==> config.mk <==
export PLATFORM = sky130hd
export DESIGN_NAME = phase_cordic_top
export DESIGN_NICKNAME = d
export VERILOG_FILES = /design/src/rtl/phase_cordic_pkg.sv /design/src/rtl/phase_cordic_prerot.sv /design/src/rtl/phase_cordic_stage.sv /design/src/rtl/phase_cordic_outq.sv /design/src/rtl/phase_cordic_top.sv
export SDC_FILE = /design/constraint.sdc
export NUM_CORES = 1
export LEC_CHECK = 0
export ABC_AREA = 1
export BUFFER_PORTS_ARGS = -buffer_cell sky130_fd_sc_hd__buf_2
export CORE_MARGIN = 3
export CORE_UTILIZATION = 70
export DETAILED_ROUTE_END_ITERATION = 8
export GPL_TIMING_DRIVEN = 0
export HOLD_SLACK_MARGIN = 0.12
export PLACE_DENSITY = 0.86
export SYNTH_ARGS = -nofsm -noshare
export SYNTH_HDL_FRONTEND = slang
export SYNTH_SLANG_ARGS = --single-unit
export TNS_END_PERCENT = 1
==> constraint.sdc <==
create_clock -name clk -period 5.5 [get_ports clk]
set_input_delay 0.275 -clock clk [delete_from_list [all_inputs] [get_ports clk]]
set_output_delay 0.275 -clock clk [all_outputs]
set_load 0.02 [all_outputs]
==> src/rtl/phase_cordic_pkg.sv <==
package phase_cordic_pkg;

   // Angle accumulator width: a full turn maps onto 2**ANG_W codes.
   localparam int ANG_W    = 16;
   localparam int MAX_ITER = 16;

   // Half a turn in accumulator units (+pi and -pi share one code).
   localparam logic signed [ANG_W-1:0] HALF_TURN = 16'sh8000;

   // atan(2**-idx) scaled so that 65536 units equal one full turn.
   function automatic logic signed [ANG_W-1:0] atan_step(input int idx);
      logic signed [ANG_W-1:0] v;
      case (idx)
         0:       v = 16'sd8192;
         1:       v = 16'sd4836;
         2:       v = 16'sd2555;
         3:       v = 16'sd1297;
         4:       v = 16'sd651;
         5:       v = 16'sd326;
         6:       v = 16'sd163;
         7:       v = 16'sd81;
         8:       v = 16'sd41;
         9:       v = 16'sd20;
         10:      v = 16'sd10;
         11:      v = 16'sd5;
         12:      v = 16'sd3;
         13:      v = 16'sd1;
         14:      v = 16'sd1;
         default: v = 16'sd0;
      endcase
      return v;
   endfunction

endpackage

==> src/rtl/phase_cordic_prerot.sv <==
module phase_cordic_prerot
   import phase_cordic_pkg::*;
#(
   parameter int IN_W = 8,
   parameter int DW   = 16
) (
   input  logic                    clk,
   input  logic                    rst,
   input  logic                    vld_i,
   input  logic signed [IN_W-1:0]  i_i,
   input  logic signed [IN_W-1:0]  q_i,
   output logic signed [DW-1:0]    x_o,
   output logic signed [DW-1:0]    y_o,
   output logic signed [ANG_W-1:0] z_o,
   output logic                    zero_o
);

   // Headroom: one bit for the CORDIC gain, one for the sign.
   localparam int SHIFT = DW - IN_W - 2;

   if (SHIFT < 0) begin : g_bad_width
      $error("phase_cordic_prerot: DW too small for IN_W");
   end

   logic signed [DW-1:0] i_ext;
   logic signed [DW-1:0] q_ext;
   logic                 left_half;

   always_comb begin
      i_ext     = {{(DW-IN_W){i_i[IN_W-1]}}, i_i} <<< SHIFT;
      q_ext     = {{(DW-IN_W){q_i[IN_W-1]}}, q_i} <<< SHIFT;
      left_half = i_i[IN_W-1];
   end

   // Left half-plane: rotate by a half turn and preload the accumulator
   // with the matching offset. +pi and -pi coincide modulo a full turn,
   // so one code serves both signs of Q.
   always_ff @(posedge clk) begin
      if (left_half) begin
         x_o <= -i_ext;
         y_o <= -q_ext;
         z_o <= HALF_TURN;
      end else begin
         x_o <= i_ext;
         y_o <= q_ext;
         z_o <= '0;
      end
      zero_o <= (i_i == '0) && (q_i == '0);
   end

   AST_PREROT_RIGHT: assert property (@(posedge clk) disable iff (rst)
      vld_i |=> !x_o[DW-1]);

endmodule

==> src/rtl/phase_cordic_stage.sv <==
module phase_cordic_stage
   import phase_cordic_pkg::*;
#(
   parameter int DW  = 16,
   parameter int IDX = 0
) (
   input  logic                    clk,
   input  logic                    rst,
   input  logic                    vld_i,
   input  logic signed [DW-1:0]    x_i,
   input  logic signed [DW-1:0]    y_i,
   input  logic signed [ANG_W-1:0] z_i,
   input  logic                    zero_i,
   output logic signed [DW-1:0]    x_o,
   output logic signed [DW-1:0]    y_o,
   output logic signed [ANG_W-1:0] z_o,
   output logic                    zero_o
);

   localparam logic signed [ANG_W-1:0] STEP = atan_step(IDX);

   if (IDX < 0 || IDX >= MAX_ITER) begin : g_bad_idx
      $error("phase_cordic_stage: IDX out of table range");
   end

   logic signed [DW-1:0] x_sh;
   logic signed [DW-1:0] y_sh;

   always_comb begin
      x_sh = x_i >>> IDX;
      y_sh = y_i >>> IDX;
   end

   // Rotate against the sign of Y so that Y heads toward zero.
   always_ff @(posedge clk) begin
      if (!y_i[DW-1]) begin
         x_o <= x_i + y_sh;
         y_o <= y_i - x_sh;
         z_o <= z_i + STEP;
      end else begin
         x_o <= x_i - y_sh;
         y_o <= y_i + x_sh;
         z_o <= z_i - STEP;
      end
      zero_o <= zero_i;
   end

   AST_NO_OVERFLOW: assert property (@(posedge clk) disable iff (rst)
      (vld_i && !x_i[DW-1]) |=> !x_o[DW-1]);

   AST_ANGLE_STEP: assert property (@(posedge clk) disable iff (rst)
      vld_i |=> ((z_o == $past(z_i) + STEP) || (z_o == $past(z_i) - STEP)));

endmodule

==> src/rtl/phase_cordic_outq.sv <==
module phase_cordic_outq
   import phase_cordic_pkg::*;
#(
   parameter int OUT_W = 9,
   parameter int PAD   = 4
) (
   input  logic                    clk,
   input  logic                    rst,
   input  logic                    vld_i,
   input  logic signed [ANG_W-1:0] z_i,
   input  logic                    zero_i,
   output logic signed [OUT_W-1:0] phase_o
);

   localparam int DROP = ANG_W - OUT_W;

   if (DROP < 1) begin : g_bad_out
      $error("phase_cordic_outq: OUT_W must be below ANG_W");
   end
   if (PAD < 1) begin : g_bad_pad
      $error("phase_cordic_outq: PAD must be at least 1");
   end

   localparam logic signed [ANG_W-1:0] HALF_LSB = ANG_W'(1 << (DROP - 1));

   logic signed [ANG_W-1:0] rnd;
   logic signed [OUT_W-1:0] ph_next;
   logic signed [OUT_W-1:0] pipe [PAD];

   always_comb begin
      rnd     = z_i + HALF_LSB;
      ph_next = zero_i ? '0 : rnd[ANG_W-1 -: OUT_W];
   end

   always_ff @(posedge clk) begin
      pipe[0] <= ph_next;
   end

   if (PAD > 1) begin : g_delay
      for (genvar k = 1; k < PAD; k++) begin : g_tap
         always_ff @(posedge clk) begin
            pipe[k] <= pipe[k-1];
         end
      end
   end

   assign phase_o = pipe[PAD-1];

   AST_ZERO_PHASE: assert property (@(posedge clk) disable iff (rst)
      (vld_i && zero_i) |=> (pipe[0] == '0));

endmodule

==> src/rtl/phase_cordic_top.sv <==
module phase_cordic_top
   import phase_cordic_pkg::*;
#(
   parameter int IN_W    = 8,
   parameter int OUT_W   = 9,
   parameter int DW      = 16,
   parameter int ITERS   = 11,
   parameter int LATENCY = 17
) (
   input  logic                    clk,
   input  logic                    rst,
   input  logic                    in_valid,
   input  logic signed [IN_W-1:0]  in_i,
   input  logic signed [IN_W-1:0]  in_q,
   output logic                    out_valid,
   output logic signed [OUT_W-1:0] out_phase
);

   // Input register + pre-rotation + ITERS micro-rotations + output pad.
   localparam int PAD   = LATENCY - ITERS - 2;
   localparam int Y_LIM = 1 << (DW - 4);

   if (ITERS < 1 || ITERS > MAX_ITER) begin : g_bad_iters
      $error("phase_cordic_top: ITERS outside supported range");
   end
   if (PAD < 1) begin : g_bad_latency
      $error("phase_cordic_top: LATENCY too short for ITERS");
   end
   if (DW < IN_W + 3) begin : g_bad_dw
      $error("phase_cordic_top: DW lacks headroom");
   end

   logic [LATENCY-1:0]     vld_sr;
   logic signed [IN_W-1:0] i_q;
   logic signed [IN_W-1:0] q_q;

   always_ff @(posedge clk) begin
      if (rst) vld_sr <= '0;
      else     vld_sr <= {vld_sr[LATENCY-2:0], in_valid};
   end

   always_ff @(posedge clk) begin
      i_q <= in_i;
      q_q <= in_q;
   end

   logic signed [DW-1:0]    xs [ITERS+1];
   logic signed [DW-1:0]    ys [ITERS+1];
   logic signed [ANG_W-1:0] zs [ITERS+1];
   logic                    zf [ITERS+1];

   phase_cordic_prerot #(.IN_W(IN_W), .DW(DW)) prerot_i (
      .clk    (clk),
      .rst    (rst),
      .vld_i  (vld_sr[0]),
      .i_i    (i_q),
      .q_i    (q_q),
      .x_o    (xs[0]),
      .y_o    (ys[0]),
      .z_o    (zs[0]),
      .zero_o (zf[0])
   );

   for (genvar k = 0; k < ITERS; k++) begin : g_iter
      phase_cordic_stage #(.DW(DW), .IDX(k)) stage_i (
         .clk    (clk),
         .rst    (rst),
         .vld_i  (vld_sr[k+1]),
         .x_i    (xs[k]),
         .y_i    (ys[k]),
         .z_i    (zs[k]),
         .zero_i (zf[k]),
         .x_o    (xs[k+1]),
         .y_o    (ys[k+1]),
         .z_o    (zs[k+1]),
         .zero_o (zf[k+1])
      );
   end

   phase_cordic_outq #(.OUT_W(OUT_W), .PAD(PAD)) outq_i (
      .clk     (clk),
      .rst     (rst),
      .vld_i   (vld_sr[ITERS+1]),
      .z_i     (zs[ITERS]),
      .zero_i  (zf[ITERS]),
      .phase_o (out_phase)
   );

   assign out_valid = vld_sr[LATENCY-1];

   AST_RST_CLEARS: assert property (@(posedge clk)
      $past(rst) |-> !out_valid);

   AST_X_FINAL: assert property (@(posedge clk) disable iff (rst)
      vld_sr[ITERS+1] |-> !xs[ITERS][DW-1]);

   AST_Y_SETTLED: assert property (@(posedge clk) disable iff (rst)
      vld_sr[ITERS+1] |-> ((ys[ITERS] < Y_LIM) && (ys[ITERS] > -Y_LIM)));

endmodule

==> impl_metrics.csv, run 1 <==
group,metric,value,unit
run_status,status,"completed",
global_route,globalRoute.totalOverflow,0,
clock_network,cts_post_setup_buffers_inserted,0,
logic_synthesis,synthCells,4717,
clock_network,cts.sinks,484,
setup_path,startpoint_type,"register",
clock_network,clockRootBuffer,"clkbuf_16",
logic_synthesis,mux_share_of_post_synthesis_cell_area,0,%
sta,finalHoldViolations,0,
detailed_routing,via_count,30500,
clock_network,hold_buf_cts,19,
detailed_routing,wl,80100,microns
sta,timing_worst_slew_pin_value,0.933,ns
logic_synthesis,post_synth.cell_area_avg,7.12,sq um
logic_synthesis,synth_seq_area_share,28.8,%
setup_path,path_cells,"clkinv_1 -> o21ai_0 -> ha_1 -> nand3_1 -> nand3_1 -> nand2_1 -> o211ai_1 -> nand2_1 -> nand2_1 -> nand2_1 -> nand2_1",
clock_network,cts_max_level,2,
place,placed_cells_incl_taps,5352,
detailed_routing,detail_route.first_pass.iterations,6,
detailed_routing,final_antenna_net_count,0,
sta,fin_tns_setup,0,ns
cells_and_area,num-fill-cells,3481,
logic_synthesis,post_synth_num_cell_types,46,
setup_path,worstRegToRegCells,11,
floorplan,rows,79,
sta,max_slew_margin,37.7,%
clock_network,cts.reportedPaths.clkPinSlew,0.06,ns
setup_path,timing.critical_path.to_type,"register",
hold_path,type_of_the_most_critical_hold_path,"input pin to register",
floorplan,core_area,47000,sq um
sta,final_period_minus_worst_setup_slack,3.49,ns
floorplan,fp.dieH,225,microns
detailed_routing,drt_iter0_markers,2199,
sta,finalWorstSetupSlack,2.01,ns
floorplan,fp.dieW,225,microns
sta,maxSlewViolCount,0,
sta,fin_crit_sh,63.5,%
global_route,first_global_vias,28800,
clock_network,cts.repair.resized,0,
place,numPortBuffers,27,
sta,clock_skew,0.0215,ns
clock_network,max-clock-path-buffers,3,
sta,hold-worst-slack,0.311,ns
logic_synthesis,yosys_register_bits,484,
cells_and_area,diode_count,0,
global_route,grt_antenna_before_repair,0,
floorplan,design.die.area,50700,sq um
place,detailedPlacementHpwl,61200,microns
setup_path,critical_path_peak_fanout,17,
cells_and_area,cell_count_final_fillers_out,5466,
global_route,grt_util_all_layers,31.1,%
setup_path,worstSetupStartpoint,"g_iter[6].stage_i.y_o[15]$_DFF_P_",
logic_synthesis,synth.cell_area,33600,sq um
clock_network,cts_tree,"built",
place,routabilityCongestion,0.936,
setup_path,worst-endpoint-arrival,3.98,ns
logic_synthesis,adder_and_majority_cell_fraction_of_the_synthesized_area,16.8,%
setup_path,r2r_setup_slack,2.01,ns
setup_path,critPathRequiredTime,5.99,ns
cells_and_area,fin_nets,5276,
setup_path,timing.rr.start,"g_iter[6].stage_i.y_o[15]$_DFF_P_",
global_route,grt_start_max_net_pins,18,
setup_path,crit_end,"g_iter[7].stage_i.y_o[15]$_DFF_P_",
floorplan,starting_utilization_of_the_core_area,71.5,%
setup_path,crit_path_top_delay_cell,"dfxtp_1",
setup_path,rr_endpoint,"g_iter[7].stage_i.y_o[15]$_DFF_P_",
clock_network,tritoncts.num_buffers,52,
logic_synthesis,synthSimpleGateAreaFrac,26.8,%
logic_synthesis,synthArstFlopShare,0,%
sta,fmax,286,MHz
sta,grt_setup_unrepaired,"false",
logic_synthesis,synthXorXnorAreaFrac,9.65,%
sta,final-setup-viol-count,0,
clock_network,worst_skew_pair.late_latency,0.61,ns
detailed_routing,avgViaCountPerCell,5.59,
floorplan,boundaryPins,29,
global_route,first_pass_grt_wire_length,133000,microns
setup_path,max_stage_delay,0.92,ns
logic_synthesis,synth_compound_gate_area_share,10.9,%
flow_run,timing.max_cap.violations,0,
logic_synthesis,synth_ff_type,"dfxtp_1",
cells_and_area,syn_to_final_growth,9.24,%
logic_synthesis,number_of_warnings_issued_by_yosys,0,
cells_and_area,layout-drive-gt1-share,3.91,%
setup_path,crit_top_cell,"nand2_1",
logic_synthesis,synth_top_family_by_area,"simple AND/OR/NAND/NOR gates",
place,place_ws,2.06,ns
detailed_routing,drc,0,
detailed_routing,detail_route.wl_per_cell,14.7,microns
setup_path,setup.worst_path.class,"register to register",
logic_synthesis,number_of_enable_type_register_cells_in_the_synthesized_netlist,0,
[how the worst min path moves through the flow]
stage	cells after the start	end	from	slack [ns]
2_1_floorplan	0	i_q[0]$_DFF_P_	in_i[0]	0.30
3_3_place_gp	0	outq_i.pipe[2][3]$_DFF_P_	outq_i.pipe[1][3]$_DFF_P_	0.31
3_5_place_dp	0	g_iter[2].stage_i.zero_o$_DFF_P_	g_iter[1].stage_i.zero_o$_DFF_P_	0.31
4_1_cts	2	q_q[6]$_DFF_P_	in_q[6]	0.28
5_1_grt	2	q_q[2]$_DFF_P_	in_q[2]	0.32
6_report	2	i_q[0]$_DFF_P_	in_i[0]	0.31
[synth_stat cells, drive strengths merged (4+ instances only)]
library cell	instances	area [sq um]
nand2	1138	4290
inv	574	2150
dfxtp	484	9690
nor2	451	1720
ha	419	5240
nand3	380	1900
a21oi	347	1740
xor2	290	2540
o21ai	228	1190
xnor2	80	701
nand4	50	313
nand3b	46	345
nor3	43	240
o21bai	37	278
buf	27	164
a31oi	22	138
a21o	20	150
fa	20	400
nor4	15	93.8
o31ai	7	52.6
and2	6	37.5
clkbuf	6	25.0
o21a	6	45.0
a21boi	5	41.3
o211ai	4	30.0
or2	4	25.0
[registers in the layout, summed over array words and instances (netlist names)]
| signal | cells |
|---|---|
| i_q | 8 |
| prerot_i.z_o | 1 |
| vld_sr | 17 |
| prerot_i.y_o | 10 |
| prerot_i.x_o | 10 |
| outq_i.pipe | 36 |
| g_iter.stage_i.zero_o | 11 |
| q_q | 8 |
| g_iter.stage_i.x_o | 121 |
| prerot_i.zero_o | 1 |
| g_iter.stage_i.z_o | 134 |
| g_iter.stage_i.y_o | 127 |
[kinds of logic after synthesis]
family,Yosys count
other,1
adders and majority gates,439
DFF,484
buffers and inverters,609
AOI/OAI and AO/OA,678
xor gates and xnor gates,370
and+or+nand+nor,2136
[placed cells by master (no fill, tap or decap), drive strengths merged, types with 6 or more instances in the layout]
master,n
nand4,50
buf,54
clkinv,11
nor4,15
xnor2,80
dlygate4sd3,19
bufinv,16
nor3,43
and2,6
nor2,451
a31oi,22
o21ai,228
dfxtp,484
nand3b,46
inv,578
clkbuf,67
fa,20
nand2,1138
ha,419
a21o,20
o31ai,7
a21oi,347
o21a,6
o21bai,37
xor2,290
nand3,380
[layout make-up]
class	instances	area, sq um	area share [%]
plain buffers	33	189	0.515
clock buffers	61	1410	3.83
clock inverters	34	609	1.66
inverters	576	2160	5.89
multi-input cells	3625	21600	58.7
flip-flops and latches	484	9690	26.4
well taps	607	759	2.07
repair buffers	46	325	0.887
[per-layer routing]
metal  track usage [%]  part of all wire [%]  wire [microns]
met1              38.5                    43           34700
met2              55.7                    48           38400
met3              3.28                   4.9            3930
met4              11.9                   3.8            3050
met5                 0                     0               0
[worst max-delay path, delay by kind of cell (launching register included)]
kind / cells / cell delay (ns)
AO/OA/AOI/OAI: 2 / 0.76
adder cells (fa/ha/maj): 1 / 0.34
buffers and inverters: 1 / 0.71
flip-flops: 1 / 0.92
AND/OR/NAND/NOR: 7 / 0.61
[stage by stage]
stage / utilization, % / instance area (sq um)
after CTS: 78.2 / 36700
after detailed placement: 73.5 / 34500
after global routing: 78.2 / 36700
after floorplan: - / 33600
after global placement: 73.5 / 34500
final: 78.2 / 36700
Power of run 1 is not shown: default switching activity piles up to over one toggle a cycle in this logic, so the estimate is an artifact.
==> inputs of run 2 (changes only) <==
--- a/config.mk
+++ b/config.mk
@@ -8,11 +8,11 @@
 export ABC_AREA = 1
 export BUFFER_PORTS_ARGS = -buffer_cell sky130_fd_sc_hd__buf_2
 export CORE_MARGIN = 3
-export CORE_UTILIZATION = 70
+export CORE_UTILIZATION = 65
 export DETAILED_ROUTE_END_ITERATION = 8
 export GPL_TIMING_DRIVEN = 0
 export HOLD_SLACK_MARGIN = 0.12
-export PLACE_DENSITY = 0.86
+export PLACE_DENSITY = 0.81
 export SYNTH_ARGS = -nofsm -noshare
 export SYNTH_HDL_FRONTEND = slang
 export SYNTH_SLANG_ARGS = --single-unit
==> constraint.sdc (replaced) <==
create_clock -name clk -period 3.4 [get_ports clk]
set_input_delay 0.17 -clock clk [delete_from_list [all_inputs] [get_ports clk]]
set_output_delay 0.17 -clock clk [all_outputs]
set_load 0.02 [all_outputs]
==> run 2 against run 1 <==
Critical path depth did not move; utilization is 5.8 points lower; setup slack worse by 1.8 ns; sequential share of layout area rose by 0.081 points; maximum frequency up 9.0%; highest routed layer unchanged.
==> impl_metrics.csv, run 2 (synthesis gave the netlist of run 1 again) <==
group,metric,value,unit
setup_path,critical_path_peak_fanout,17,
hold_path,whs_path_depth,2,
setup_path,timing.critical_path.to_type,"register",
hold_path,type_of_the_most_critical_hold_path,"input pin to register",
clock_network,worst_skew_pair.late_latency,0.60,ns
detailed_routing,via_count,30200,
sta,maxSlewViolCount,0,
detailed_routing,met3_wirelength,3490,microns
place,routabilityCongestion,0.950,
setup_path,startpoint_type,"register",
clock_network,max-clock-path-buffers,3,
sta,finalHoldViolations,0,
cells_and_area,mostFrequentLayoutCells,"1131 x nand2_1, 569 x inv_1, 483 x dfxtp_1",
detailed_routing,metal2_wl,36500,microns
cells_and_area,regs_by_ff_count,"g_iter.stage_i.z_o (134), g_iter.stage_i.y_o (127), g_iter.stage_i.x_o (121)",
sta,max_slew_margin,37.0,%
cells_and_area,diode_count,0,
sta,final-setup-viol-count,0,
floorplan,design.die.area,54400,sq um
cells_and_area,commonest_non_fill_non_tap_cell_in_the_layout,"nand2_1",
sta,grt_setup_unrepaired,"false",
floorplan,starting_utilization_of_the_core_area,66.4,%
floorplan,fp.dieW,233,microns
floorplan,core_area,50600,sq um
sta,finalWorstSetupSlack,0.193,ns
floorplan,boundaryPins,29,
clock_network,clockRootBuffer,"clkbuf_16",
setup_path,worst-endpoint-arrival,3.68,ns
cells_and_area,top_reg_by_flops,"g_iter.stage_i.z_o",
clock_network,tritoncts.num_buffers,53,
run_status,status,"completed",
clock_network,cts.reportedPaths.clkPinSlew,0.06,ns
cells_and_area,fin_nets,5277,
clock_network,cts_max_level,2,
setup_path,worstRegToRegCells,11,
detailed_routing,drt_iter0_markers,1820,
setup_path,timing.rr.start,"g_iter[6].stage_i.y_o[15]$_DFF_P_",
detailed_routing,wl_met1,35100,microns
clock_network,cts_tree,"built",
detailed_routing,dr.max_layer_used,"met4",
sta,final_period_minus_worst_setup_slack,3.21,ns
global_route,grt_util_all_layers,28.2,%
global_route,globalRoute.totalOverflow,0,
place,place_ws,-0.0594,ns
sta,timing_worst_slew_pin_value,0.944,ns
global_route,first_global_vias,28100,
global_route,grt_antenna_before_repair,0,
detailed_routing,drc,0,
detailed_routing,detail_route.first_pass.iterations,9,
setup_path,r2r_setup_slack,0.19,ns
sta,clock_skew,0.0152,ns
place,numPortBuffers,27,
floorplan,rows,82,
cells_and_area,layout-drive-gt1-share,3.95,%
sta,fmax,312,MHz
detailed_routing,final_antenna_net_count,0,
setup_path,critPathRequiredTime,3.87,ns
place,detailedPlacementHpwl,61300,microns
detailed_routing,detail_route.wl_per_cell,14.0,microns
flow_run,timing.max_cap.violations,0,
hold_path,timing.hold.worst_endpoint,"q_q[1]$_DFF_P_",
setup_path,rr_endpoint,"g_iter[7].stage_i.y_o[15]$_DFF_P_",
global_route,first_pass_grt_wire_length,129000,microns
detailed_routing,avgViaCountPerCell,5.46,
setup_path,setup.worst_path.class,"register to register",
sta,fin_tns_setup,0,ns
detailed_routing,wl,77600,microns
hold_path,worstHoldStart,"in_q[1]",
cells_and_area,syn_to_final_growth,8.92,%
clock_network,cts.sinks,484,
cells_and_area,largest_register_ff_count,134,
sta,fin_crit_sh,94.3,%
global_route,grt_start_max_net_pins,18,
floorplan,fp.dieH,233,microns
==> run 2: cell count changes in the layout (fill, tap and decap cells not counted), moves of 2 or more <==
| cell | previous run | this run |
|---|---|---|
| clkbuf_8 | 5 | 9 |
| bufinv_16 | 16 | 6 |
| clkinvlp_4 | 5 | 7 |
| clkinv_4 | 3 | 5 |
| clkbuf_1 | 7 | 10 |
| clkinv_2 | 6 | 9 |
==> run 2: stage by stage <==
step	hold WS, ns	util [%]	cell area (sq um)	std cells
2_1_floorplan	0.198	-	33600	4718
6_report	0.203	72.3	36600	5534
5_1_grt	0.199	72.3	36600	5534
4_1_cts	0.171	72.3	36600	5534
3_3_place_gp	0.272	68.3	34600	5417
3_5_place_dp	0.274	68.3	34600	5417
==> run 2: final cells by class <==
| type | count | area [sq um] |
|---|---|---|
| flip-flops and latches | 484 | 9690 |
| clock inverters | 30 | 352 |
| well taps | 672 | 841 |
| plain buffers | 33 | 189 |
| inverters | 576 | 2160 |
| multi-input cells | 3625 | 21600 |
| clock buffers | 68 | 1470 |
| fillers | 4158 | 14000 |
| repair buffers | 46 | 325 |
==> run 2: how the worst max path moves through the flow <==
stage | to | slack (ns) | depth (start not counted) | start
after floorplan | g_iter[8].stage_i.y_o[14]$_DFF_P_ | 0.92 | 13 | g_iter[7].stage_i.y_o[15]$_DFF_P_
after global placement | g_iter[7].stage_i.y_o[15]$_DFF_P_ | 0.04 | 11 | g_iter[6].stage_i.y_o[15]$_DFF_P_
after detailed placement | g_iter[7].stage_i.y_o[15]$_DFF_P_ | -0.06 | 11 | g_iter[6].stage_i.y_o[15]$_DFF_P_
after CTS | g_iter[6].stage_i.y_o[15]$_DFF_P_ | 0.21 | 13 | g_iter[5].stage_i.y_o[15]$_DFF_P_
after global routing | g_iter[7].stage_i.y_o[15]$_DFF_P_ | 0.02 | 11 | g_iter[6].stage_i.y_o[15]$_DFF_P_
final | g_iter[7].stage_i.y_o[15]$_DFF_P_ | 0.19 | 11 | g_iter[6].stage_i.y_o[15]$_DFF_P_
==> run 2: repair_timing <==
action                     in CTS  in global routing
hold buffers                   19                  0
setup endpoints to repair       2                  2
gates resized for setup         1                  2
hold endpoints to repair       29                  0
setup buffers                   0                  0
==> run 2: critical path, cell delays in order, from the launching register on <==
cell      delay (ns)
dfxtp_1         0.94
clkinv_2        0.49
o21ai_0         0.53
ha_1            0.34
nand3_1         0.09
nand3_1         0.14
nand2_1         0.10
o211ai_1        0.14
nand2_1         0.12
nand2_1         0.05
nand2_1         0.05
nand2_1         0.08
==> run 2: per-layer routing <==
metal	up-vias	track usage, %
met1	13600	36.2
met2	749	49.2
met5	-	0
met3	173	2.99
met4	0	9.99
li1	15600	-
Power of run 2 is left out for the same reason.
